$ cat config.mk
export PLATFORM = sky130hd
export DESIGN_NAME = sw_rom_layer
export DESIGN_NICKNAME = d
export VERILOG_FILES = /design/src/rtl/romlayer_pkg.sv /design/src/rtl/rom_id_cmp.sv /design/src/rtl/rom_flag_regs.sv /design/src/rtl/rom_ctrl_fsm.sv /design/src/rtl/sw_rom_layer.sv
export SDC_FILE = /design/constraint.sdc
export NUM_CORES = 1
export LEC_CHECK = 0
export ABC_CLOCK_PERIOD_IN_PS = 3300
export CAP_MARGIN = 5
export CORE_MARGIN = 10
export CORE_UTILIZATION = 54
export CTS_CLUSTER_SIZE = 16
export DETAILED_ROUTE_END_ITERATION = 8
export GPL_ROUTABILITY_DRIVEN = 0
export PLACE_DENSITY = 0.76
export SLEW_MARGIN = 25
export SYNTH_ARGS = -nofsm -noshare
export SYNTH_HDL_FRONTEND = slang
export SYNTH_SLANG_ARGS = --single-unit
$ cat constraint.sdc
create_clock -name clk -period 3.3 [get_ports clk]
set_clock_uncertainty 0.05 [all_clocks]
set_input_delay 0.33 -clock clk [delete_from_list [all_inputs] [get_ports clk]]
set_output_delay 0.33 -clock clk [all_outputs]
set_load 0.02 [all_outputs]
$ cat src/rtl/romlayer_pkg.sv
package romlayer_pkg;

    localparam int BYTE_W = 8;

    localparam logic [BYTE_W-1:0] CMD_MATCH    = 8'h55;
    localparam logic [BYTE_W-1:0] CMD_SKIP     = 8'hCC;
    localparam logic [BYTE_W-1:0] CMD_RESUME   = 8'hA5;
    localparam logic [BYTE_W-1:0] CMD_OD_SKIP  = 8'h3C;
    localparam logic [BYTE_W-1:0] CMD_OD_MATCH = 8'h69;
    localparam logic [BYTE_W-1:0] CMD_SEARCH   = 8'hF0;

    typedef enum logic [2:0] {
        PH_IDLE,
        PH_CMD,
        PH_IDENT,
        PH_SEARCH,
        PH_FUNC
    } rom_phase_e;

    typedef enum logic [2:0] {
        OP_MATCH,
        OP_SKIP,
        OP_RESUME,
        OP_OD_SKIP,
        OP_OD_MATCH,
        OP_SEARCH,
        OP_BAD
    } rom_op_e;

    // Strobes from the sequencer to the flag and comparator units
    typedef struct packed {
        logic rs_set;
        logic rs_clr;
        logic od_set;
        logic od_restore;
        logic id_clear;
        logic id_step;
    } rom_ctl_t;

    function automatic rom_op_e decode_op(input logic [BYTE_W-1:0] b);
        case (b)
            CMD_MATCH:    return OP_MATCH;
            CMD_SKIP:     return OP_SKIP;
            CMD_RESUME:   return OP_RESUME;
            CMD_OD_SKIP:  return OP_OD_SKIP;
            CMD_OD_MATCH: return OP_OD_MATCH;
            CMD_SEARCH:   return OP_SEARCH;
            default:      return OP_BAD;
        endcase
    endfunction

endpackage

$ cat src/rtl/rom_id_cmp.sv
module rom_id_cmp
    import romlayer_pkg::*;
#(
    parameter int          ID_W   = 64,
    parameter logic [ID_W-1:0] DEV_ID = '0
) (
    input  logic              clk,
    input  logic              rst,
    input  logic              clear,
    input  logic              step,
    input  logic [BYTE_W-1:0] data,
    output logic              id_last,
    output logic              id_match
);

    localparam int ID_BYTES = ID_W / BYTE_W;
    localparam int CNT_W    = (ID_BYTES > 1) ? $clog2(ID_BYTES) : 1;

    logic [BYTE_W-1:0] id_bytes [ID_BYTES];
    logic [CNT_W-1:0]  cnt_q;
    logic              miss_q;
    logic              byte_eq;

    // Split the identity into bytes, least significant first
    for (genvar g = 0; g < ID_BYTES; g++) begin : g_idb
        assign id_bytes[g] = DEV_ID[g*BYTE_W +: BYTE_W];
    end

    assign byte_eq  = (data == id_bytes[cnt_q]);
    assign id_last  = (cnt_q == CNT_W'(ID_BYTES - 1));
    assign id_match = !miss_q && byte_eq;

    always_ff @(posedge clk) begin
        if (rst || clear) begin
            cnt_q  <= '0;
            miss_q <= 1'b0;
        end else if (step) begin
            cnt_q  <= cnt_q + CNT_W'(1);
            miss_q <= miss_q | !byte_eq;
        end
    end

endmodule

$ cat src/rtl/rom_flag_regs.sv
module rom_flag_regs
    import romlayer_pkg::*;
(
    input  logic     clk,
    input  logic     rst,
    input  logic     bus_reset,
    input  logic     reset_long,
    input  rom_ctl_t ctl,
    output logic     resume_q,
    output logic     od_q
);

    logic od_saved_q;

    always_ff @(posedge clk) begin
        if (rst) begin
            resume_q   <= 1'b0;
            od_q       <= 1'b0;
            od_saved_q <= 1'b0;
        end else if (bus_reset) begin
            if (reset_long) begin
                od_q <= 1'b0;
            end
        end else begin
            if (ctl.od_set) begin
                od_saved_q <= od_q;
                od_q       <= 1'b1;
            end else if (ctl.od_restore) begin
                od_q <= od_saved_q;
            end
            if (ctl.rs_set) begin
                resume_q <= 1'b1;
            end else if (ctl.rs_clr) begin
                resume_q <= 1'b0;
            end
        end
    end

endmodule

$ cat src/rtl/rom_ctrl_fsm.sv
module rom_ctrl_fsm
    import romlayer_pkg::*;
(
    input  logic              clk,
    input  logic              rst,
    input  logic              bus_reset,
    input  logic              byte_vld,
    input  logic [BYTE_W-1:0] byte_data,
    input  logic              search_ok,
    input  logic              resume_q,
    input  logic              id_last,
    input  logic              id_match,
    output rom_ctl_t          ctl,
    output rom_phase_e        phase_q,
    output logic              fn_enter_q
);

    rom_phase_e phase_n;
    logic       enter_n;
    logic       od_cmd_q;
    logic       od_cmd_n;
    rom_op_e    op;

    assign op = decode_op(byte_data);

    always_comb begin
        ctl      = '0;
        phase_n  = phase_q;
        enter_n  = 1'b0;
        od_cmd_n = od_cmd_q;
        if (bus_reset) begin
            phase_n      = PH_CMD;
            ctl.id_clear = 1'b1;
        end else begin
            case (phase_q)
                PH_CMD: begin
                    if (byte_vld) begin
                        case (op)
                            OP_MATCH: begin
                                ctl.id_clear = 1'b1;
                                od_cmd_n     = 1'b0;
                                phase_n      = PH_IDENT;
                            end
                            OP_OD_MATCH: begin
                                ctl.id_clear = 1'b1;
                                ctl.od_set   = 1'b1;
                                od_cmd_n     = 1'b1;
                                phase_n      = PH_IDENT;
                            end
                            OP_SKIP: begin
                                ctl.rs_clr = 1'b1;
                                enter_n    = 1'b1;
                                phase_n    = PH_FUNC;
                            end
                            OP_OD_SKIP: begin
                                ctl.rs_clr = 1'b1;
                                ctl.od_set = 1'b1;
                                enter_n    = 1'b1;
                                phase_n    = PH_FUNC;
                            end
                            OP_RESUME: begin
                                if (resume_q) begin
                                    enter_n = 1'b1;
                                    phase_n = PH_FUNC;
                                end else begin
                                    phase_n = PH_IDLE;
                                end
                            end
                            OP_SEARCH: begin
                                ctl.rs_clr = 1'b1;
                                phase_n    = PH_SEARCH;
                            end
                            default: phase_n = PH_IDLE;
                        endcase
                    end
                end
                PH_IDENT: begin
                    if (byte_vld) begin
                        ctl.id_step = 1'b1;
                        if (id_last) begin
                            if (id_match) begin
                                ctl.rs_set = 1'b1;
                                enter_n    = 1'b1;
                                phase_n    = PH_FUNC;
                            end else begin
                                ctl.rs_clr     = 1'b1;
                                ctl.od_restore = od_cmd_q;
                                phase_n        = PH_IDLE;
                            end
                        end
                    end
                end
                PH_SEARCH: begin
                    if (search_ok) begin
                        ctl.rs_set = 1'b1;
                        enter_n    = 1'b1;
                        phase_n    = PH_FUNC;
                    end
                end
                default: ;
            endcase
        end
    end

    always_ff @(posedge clk) begin
        if (rst) begin
            phase_q    <= PH_IDLE;
            fn_enter_q <= 1'b0;
            od_cmd_q   <= 1'b0;
        end else begin
            phase_q    <= phase_n;
            fn_enter_q <= enter_n;
            od_cmd_q   <= od_cmd_n;
        end
    end

endmodule

$ cat src/rtl/sw_rom_layer.sv
module sw_rom_layer
    import romlayer_pkg::*;
#(
    parameter int              ID_W   = 64,
    parameter logic [ID_W-1:0] DEV_ID = 64'h3D5A_9C17_E402_B86F
) (
    input  logic              clk,
    input  logic              rst,
    input  logic              bus_reset,
    input  logic              reset_long,
    input  logic              byte_vld,
    input  logic [BYTE_W-1:0] byte_data,
    input  logic              search_ok,
    output logic              od_mode,
    output logic              fn_enter
);

    rom_ctl_t   ctl;
    rom_phase_e phase_q;
    logic       resume_q;
    logic       id_last;
    logic       id_match;
    logic       at_cmd;

    assign at_cmd = (phase_q == PH_CMD);

    rom_ctrl_fsm u_fsm (
        .clk        (clk),
        .rst        (rst),
        .bus_reset  (bus_reset),
        .byte_vld   (byte_vld),
        .byte_data  (byte_data),
        .search_ok  (search_ok),
        .resume_q   (resume_q),
        .id_last    (id_last),
        .id_match   (id_match),
        .ctl        (ctl),
        .phase_q    (phase_q),
        .fn_enter_q (fn_enter)
    );

    rom_id_cmp #(
        .ID_W   (ID_W),
        .DEV_ID (DEV_ID)
    ) u_cmp (
        .clk      (clk),
        .rst      (rst),
        .clear    (ctl.id_clear),
        .step     (ctl.id_step),
        .data     (byte_data),
        .id_last  (id_last),
        .id_match (id_match)
    );

    rom_flag_regs u_flags (
        .clk        (clk),
        .rst        (rst),
        .bus_reset  (bus_reset),
        .reset_long (reset_long),
        .ctl        (ctl),
        .resume_q   (resume_q),
        .od_q       (od_mode)
    );

endmodule

# Word level (Yosys, flattened, before mapping)
# Memories as Yosys holds them, arrays and structs flattened.
# Cells that the tools add are included.
# word_totals
ff_bits	12
latchBits	0
ramBits	0
rom_bits	64
inputBits	14
elab_cells	109
mem_count	1
# mem_list
name	words	word_bits	rd	rd_ports_with_merged_regs	wr	line	text
(no name shown)	8	8	1	0	0	rom_id_cmp.sv:29	assign byte_eq = (data == id_bytes[cnt_q]);
# classes
addsub	1
n_mul	0
div	0
n_lt_le_gt_ge	1
n_eq_ne	25
shifts	0
muxes	48
n_bitwise	3
reduce_logical	21
# ops
operator	n
1-bit 2-to-1 mux	28
8-bit equality test (second input constant)	3
3-bit 2-to-1 mux	6
3-bit case mux with 6 select lines	1
8-bit by 7-bit equality test with 1-bit output (second input constant)	2
8-bit 2-to-1 mux	2
3-bit by 2-bit equality test with 1-bit output (second input constant)	4
3-bit inequality test (second input constant)	4
3-bit case mux with 4 select lines	1
5-bit AND reduction	2
3-bit equality test (second input constant)	3
3-bit case mux with 3 select lines	1
8-bit by 6-bit equality test with 1-bit output (second input constant)	1
8-bit equality test	1
2-bit inequality test (second input constant)	4
1-bit case mux with 2 select lines	4
2-bit OR reduction	4
3-bit by 1-bit equality test with 1-bit output (second input constant)	2
2-bit 2-to-1 mux	3
2-bit AND reduction	3
3-bit nonzero test	2
4-bit greater-or-equal comparator (second input constant)	1
4-bit 2-to-1 mux	1
3-bit NOT with 4-bit output	1
13 further kinds	15

# Longest topological paths before layout
# Gate-level depths: netlist of run 1.
# depth
word_depth	14
depth_mapped	8
mapped_depth_nobuf	8

# Hierarchy
# From an unflattened synthesis of run 1, not the netlist that was laid out.
# unflattened
cells_unflattened	132
hier_area_um2	1118.6
# by_module_without_submodules
module	instances	cells_each	area_per_inst_um2	seq_area_each_um2
rom_ctrl_fsm	1	65	546.8	100.1
rom_id_cmp	1	53	437.9	80.1
rom_flag_regs	1	14	133.9	60.1

# Worst setup path after synthesis of run 1
# No wires, ideal clock.
# synth_timing
kind	reg-to-reg
startpoint	register u_cmp.cnt_q[0]
endpoint	register u_fsm.fn_enter_q
setup_ns	0.103
arrival_ns	2.167
setup_slack_ns	0.980
path_stages_with_launch	9
synth_period_minus_slack_ns	2.320
path_cell_list	dfxtp_1 -> inv_1 -> ha_1 -> mux2_4 -> a2111oi_4 -> o211ai_2 -> nor4_4 -> nand2_2 -> a2111oi_2
# synth_between
elab_chain_len	10
elab_cells_between_ends	11
# synth_lines
element	line	text
start: declaration	rom_id_cmp.sv:20	logic [CNT_W-1:0] cnt_q;
start signal: assignment	rom_id_cmp.sv:38	cnt_q <= cnt_q + CNT_W'(1);
3-bit NOT with 4-bit output (not written as such)	rom_id_cmp.sv:29	
memory read 8 x 8 bit	--	
8-bit 2-to-1 mux (not written as such) (2 in a row)	rom_id_cmp.sv:29	
8-bit equality test	rom_id_cmp.sv:29	
1-bit logical AND	rom_id_cmp.sv:31	assign id_match = !miss_q && byte_eq;
1-bit 2-to-1 mux	rom_ctrl_fsm.sv:81	if (id_match) begin
1-bit 2-to-1 mux (*)	rom_ctrl_fsm.sv:80	if (id_last) begin
1-bit 2-to-1 mux (*)	rom_ctrl_fsm.sv:78	if (byte_vld) begin
1-bit case mux with 3 select lines (*)	rom_ctrl_fsm.sv:35	case (phase_q)
end signal: assignment	rom_ctrl_fsm.sv:112	fn_enter_q <= enter_n;
end: declaration	rom_ctrl_fsm.sv:15	output logic fn_enter_q
# Mark *: on every way between the ends. The rest lies on a longest branch, timed or not. The select of a mux whose other input is x is not followed.
# A chain may end at the register's enable or synchronous reset.

# Final worst setup path of run 1
# Ends and elaborated chain as after synthesis.

==> impl_metrics.ini, run 1 <==
[clock_tree]
clkLatencyLatePin_ps = 280
path_clk_slew_ps = 70
h-tree-depth = 1
cts_resized = 0
ctsLongestPathBuffers = 2
cts_tree = yes
cts_root_buf = clkbuf_4
clkSinkCount = 12
post_cts_buffers = 0
ctsHoldBuffers = 0
cts_buffers = 3

[setup_path]
cp.arrival_ps = 2700
crit_fanout = 7
crit_type = flop to flop
r2r_cells = 8
required_ps = 3430
worst_setup_path_end_kind = flop
rr_endpoint = u_fsm.fn_enter_q$_SDFF_PP0_
r2r_start = u_cmp.cnt_q[0]$_SDFFE_PP0P_
critPathLaunchType = flop
regToRegSetupSlack_ps = 720

[timing]
min_period_over_period_pct = 78.1
fin_crit_ps = 2580
rsz0062_at_grt = false
max_freq_mhz = 388
maxSlewViolCount = 0
tns_ps = 0
slew_headroom_pct = 61.9
final-setup-viol-count = 0
worst_slew_pin_slew_ps = 564
timing.final.hold_violations = 0

[die]
rows = 16
dieArea_sq_um = 4410
fp.dieW_microns = 66.4
io-pin-count = 16
start_util_pct = 58.1
die_y_microns = 66.4
coreArea_sq_um = 2000

[grt]
grt_max_degree = 14
antenna_found_initial = 0
grt.total_usage_pct = 13.3
grt-ovfl-total = 0
grt_pass1_vias = 1044
grt_pass1_wl_mm = 4.71

[logic_synthesis]
synth.distinct_cells = 42
synth_top_area_share_pct = 20.7
netlist_top_cells_count = nor2_1 (16), a21oi_1 (15), dfxtp_1 (12), nand2_1 (9)
netlist_top_cells_area = dfxtp_1 (21%), ha_1 (7.5%), a21oi_1 (6.5%)
synth_nets = 162
yosys_warnings = 0
synth-edff-count = 0
netlist_area_sq_um = 1160
ys_seq_area_share_pct = 20.7
yosysMostFrequentCell = nor2_1
synthArstFlopShare_pct = 0
ys_seq_elements = 12
synth_cells = 141
synthFlopType = dfxtp_1
yosysTopAreaCell = dfxtp_1
synth_area_per_cell_sq_um = 8.24

[route]
vias = 1087
first_pass_iters = 4
wl_per_cell_microns = 15.2
drtIter0Drc = 55
wirelength_mm = 2.76
drc = 0
ant_nets = 0
vias_per_cell = 5.97

[cells_and_area]
finalNetCount = 177
diodes = 0
final_util_pct = 67.9
area_growth_pct = 17.0
n_fill_cell = 177
drive_gt1_share_pct = 9.03

[hold_path]
holdPathStages = 2
holdPathEnd = u_flags.od_saved_q$_SDFFE_PP0P_
hold_path_startpoint = u_flags.od_saved_q$_SDFFE_PP0P_
min_path_type = flop to flop

[pwr]
ir_drop_mv = 0.231
power.density_nw_per_um2 = 240
total_leakage_power_uw = 0.000482

[place]
port_buffers = 15
place_hpwl_mm = 2.22

[outcome]
status = finished clean

[run]
drv_cap = 0
area by class of cell:
type / count / area, sq um / share of cell area, %
tap: 27 / 33.8 / 2.48
clock buffer: 4 / 36.3 / 2.67
multi-input combinational: 118 / 877 / 64.5
timing repair buffer: 15 / 150 / 11.0
inverter: 6 / 22.5 / 1.66
sequential: 12 / 240 / 17.7
state kept, by name, summed over array words and instances, names as in the netlist:
name / count
u_cmp.cnt_q: 3
u_flags.od_saved_q: 1
u_cmp.miss_q: 1
u_flags.resume_q: 1
u_fsm.od_cmd_q: 1
u_flags.od_q: 1
u_fsm.phase_q: 3
u_fsm.fn_enter_q: 1
kinds of logic after synthesis:
logic type / synth area share [%]
AOI/OAI and AO/OA: 26.3
DFF: 20.7
xor gates and xnor gates: 5.27
muxes: 5.60
buffers and inverters: 3.87
and+or+nand+nor: 30.8
adders and majority gates: 7.53
critical path, cell delays in order (launching register included):
cell       delay, ps
dfxtp_1          490
inv_1            150
ha_1             380
mux2i_1          210
xnor2_1          150
o21ai_0          160
nor4_4           440
nand2_2          100
a2111oi_2        350
cell usage in the layout (no fill, tap or decap), types with 2 or more instances in the layout:
cell type        netlist  routed
nor4bb_1               7       7
o21ai_0                8       8
a21oi_1               15      15
a22oi_1                2       2
and4bb_2               2       2
dfxtp_1               12      12
or4bb_1                2       2
xnor2_1                5       5
clkbuf_4               0       3
nor3_1                 3       3
nand3b_1               2       2
nor2b_1                8       8
a211oi_1               2       2
clkdlybuf4s50_1        0      15
ha_1                   7       7
nor2_1                16      16
inv_1                  6       6
mux2i_1                5       5
a21o_1                 2       2
xor2_1                 2       2
nand2_1                9       9
metal layers:
metal	GRT usage [%]	part of all wire [%]	up-vias
met5	0	0	-
met4	3.93	0.80	0
met3	3.05	3.0	4
met2	22.4	49	14
met1	16.3	47	517
li1	-	-	552
per-stage QoR:
stage          hold slack, ps  instance area (sq um)  total power [uW]  worst slack (ps)  instances
2_1_floorplan             405                   1160               180               980        141
3_3_place_gp              429                   1320               208               776        178
3_5_place_dp              432                   1320               209               711        178
4_1_cts                   454                   1360               325               706        182
5_1_grt                   513                   1360               340               473        182
6_report                  451                   1360               326               723        182
how the worst max path moves through the flow:
stage                                  end  cells past startpoint                   startpoint  slack (ps)
3_5_place_dp     u_cmp.miss_q$_SDFFE_PP0P_                      7                 byte_data[5]         710
3_3_place_gp   u_fsm.fn_enter_q$_SDFF_PP0_                      7                 byte_data[3]         780
6_report       u_fsm.fn_enter_q$_SDFF_PP0_                      8  u_cmp.cnt_q[0]$_SDFFE_PP0P_         720
4_1_cts        u_fsm.fn_enter_q$_SDFF_PP0_                      8  u_cmp.cnt_q[0]$_SDFFE_PP0P_         710
2_1_floorplan  u_fsm.fn_enter_q$_SDFF_PP0_                      8  u_cmp.cnt_q[0]$_SDFFE_PP0P_         980
5_1_grt        u_fsm.fn_enter_q$_SDFF_PP0_                      8  u_cmp.cnt_q[0]$_SDFFE_PP0P_         470
where the power goes:
part | internal [uW] | switching [uW]
Clock | 67.1 | 52.8
Combinational | 29.8 | 28.5
Sequential | 146 | 2.30
(Power assumes the default switching activity.)
==> inputs of run 2 (changes only) <==
--- a/config.mk
+++ b/config.mk
@@ -5,7 +5,7 @@
 export SDC_FILE = /design/constraint.sdc
 export NUM_CORES = 1
 export LEC_CHECK = 0
-export ABC_CLOCK_PERIOD_IN_PS = 3300
+export ABC_CLOCK_PERIOD_IN_PS = 2400
 export CAP_MARGIN = 5
 export CORE_MARGIN = 10
 export CORE_UTILIZATION = 54
==> constraint.sdc (replaced) <==
create_clock -name clk -period 2.4 [get_ports clk]
set_clock_uncertainty 0.05 [all_clocks]
set_input_delay 0.24 -clock clk [delete_from_list [all_inputs] [get_ports clk]]
set_output_delay 0.24 -clock clk [all_outputs]
set_load 0.02 [all_outputs]
==> run 2 against run 1 <==
  * Highest routed layer is now met3
  * Largest cell class unchanged
  * Combinational power rose by 61%
  * First-iteration DRC count up 98%
  * Global-route usage up 1.7 points
==> impl_metrics.ini, run 2 (synthesized netlist as in run 1, its figures left out) <==
[clock_tree]
ctsLongestPathBuffers = 2
cts_root_buf = clkbuf_4
clkLatencyLatePin_ps = 270
cts_tree = yes
cts_buffers = 3
path_clk_slew_ps = 80
h-tree-depth = 1
clkSinkCount = 12
ctsHoldBuffers = 0

[setup_path]
worst_setup_path_end_kind = flop
r2r_cells = 9
crit_fanout = 6
critPathLaunchType = input port
rr_endpoint = u_flags.resume_q$_SDFFE_PP0P_
crit_type = input port to flop
required_ps = 2530
startpoint = byte_data[5]
cp.arrival_ps = 2440
regToRegSetupSlack_ps = 100
r2r_start = u_cmp.cnt_q[1]$_SDFFE_PP0P_

[hold_path]
hold_path_startpoint = u_flags.od_saved_q$_SDFFE_PP0P_
holdPathEnd = u_flags.od_saved_q$_SDFFE_PP0P_
holdPathStages = 2
min_path_type = flop to flop

[route]
drc = 0
wirelength_mm = 3.19
vias_per_cell = 5.95
drtIter0Drc = 109
wl_met3_microns = 79
wl_per_cell_microns = 16.0
met2_wirelength_mm = 1.68
vias = 1185
ant_nets = 0
first_pass_iters = 4
wl_met1_mm = 1.43
top_layer = met3

[timing]
setup_ws_ps = 84.6
final-setup-viol-count = 0
timing.final.hold_violations = 0
min_period_over_period_pct = 96.5
slew_headroom_pct = 72.8
tns_ps = 0
rsz0062_at_grt = true
maxSlewViolCount = 0
worst_slew_pin_slew_ps = 407
max_freq_mhz = 432
fin_crit_ps = 2320

[grt]
grt-ovfl-total = 0
grt.total_usage_pct = 15.1
grt_pass1_vias = 1162
grt_pass1_wl_mm = 5.44
antenna_found_initial = 0
grt_max_degree = 10

[die]
coreArea_sq_um = 2000
rows = 16
die_y_microns = 66.4
dieArea_sq_um = 4410
io-pin-count = 16
start_util_pct = 58.1
fp.dieW_microns = 66.4

[place]
dp_cells = 192
port_buffers = 15
dp_slack_ps = -3.84
place_hpwl_mm = 2.53

[pwr]
power.total_uw = 462
p_int_uw = 343
seqPwrFrac_pct = 44.1
pwr-share-clk_pct = 35.5
power.density_nw_per_um2 = 307
switching_share_pct = 25.7
combPwrFrac_pct = 20.4
p_switching_uw = 119
total_leakage_power_uw = 0.000571
ir_drop_mv = 0.388

[cells_and_area]
area_growth_pct = 29.5
final_cell_count_no_fill = 199
final_cell_mix = buf_4 (17), nor2_1 (16), a21oi_1 (15), clkdlybuf4s50_1 (15), dfxtp_1 (10)
finalNetCount = 194
diodes = 0
drive_gt1_share_pct = 20.9
layout_commonest_cell = buf_4
largestRegisters = u_cmp.cnt_q (3), u_fsm.phase_q (3)

[outcome]
status = finished clean

[run]
drv_cap = 0
[run 2: cell types whose count changed in the layout (fill, tap and decap cells not counted)]
cell	delta
buf_4	+17
inv_4	+1
dfxtp_2	+2
inv_2	+1
ha_4	+1
inv_1	-2
dfxtp_1	-2
ha_1	-1
[run 2: area by class of cell]
cell class,instances,area (sq um)
Timing Repair Buffer,32,278
Tap cell,27,33.8
Fill cell,152,497
Sequential cell,12,243
Multi-Input combinational cell,118,890
Inverter,6,25.0
Clock buffer,4,36.3
[run 2: stage by stage]
stage / util (%) / hold slack [ps] / instance area [sq um]
after CTS: 73.2 / 461 / 1470
after detailed placement: 71.4 / 431 / 1430
after global placement: 71.4 / 427 / 1430
after global routing: 75.2 / 515 / 1510
final: 75.2 / 455 / 1510
after floorplan: - / 405 / 1160
[run 2: how the worst max path moves through the flow]
stage,to,slack [ps],depth (start not counted)
6_report,u_flags.resume_q$_SDFFE_PP0P_,80,9
5_1_grt,u_flags.resume_q$_SDFFE_PP0P_,-30,9
4_1_cts,u_flags.resume_q$_SDFFE_PP0P_,50,9
3_5_place_dp,u_flags.resume_q$_SDFFE_PP0P_,-4,9
3_3_place_gp,u_fsm.od_cmd_q$_SDFFE_PP0P_,90,7
2_1_floorplan,u_fsm.fn_enter_q$_SDFF_PP0_,80,8
[run 2: power groups by stage]
stage	combinational, uW	sequential (uW)	clock (uW)
final	94.0	204	164
after global routing	101	204	178
after CTS	92.0	204	163
after detailed placement	91.7	208	0
after global placement	88.0	208	0
after floorplan	41.7	206	0
[run 2: metal layers]
metal	up-vias	GRT usage, %
met2	18	27.6
met3	0	3.56
met4	0	1.83
met1	582	17.5
li1	585	-
met5	-	0
[run 2: timing repair]
action                                  in CTS  in global routing
hold endpoints to repair                     0                  0
buffers inserted                             0                  3
endpoints found under the setup margin       0                  3
resized for setup                            0                  7
[run 2: critical path, stage by stage]
cell and delay (ps):
clkdlybuf4s50_1 570, buf_4 160, a211oi_1 100, a2111oi_4 340
o211ai_2 170, nor4_4 330, buf_4 190, a32oi_1 60
o31ai_1 270
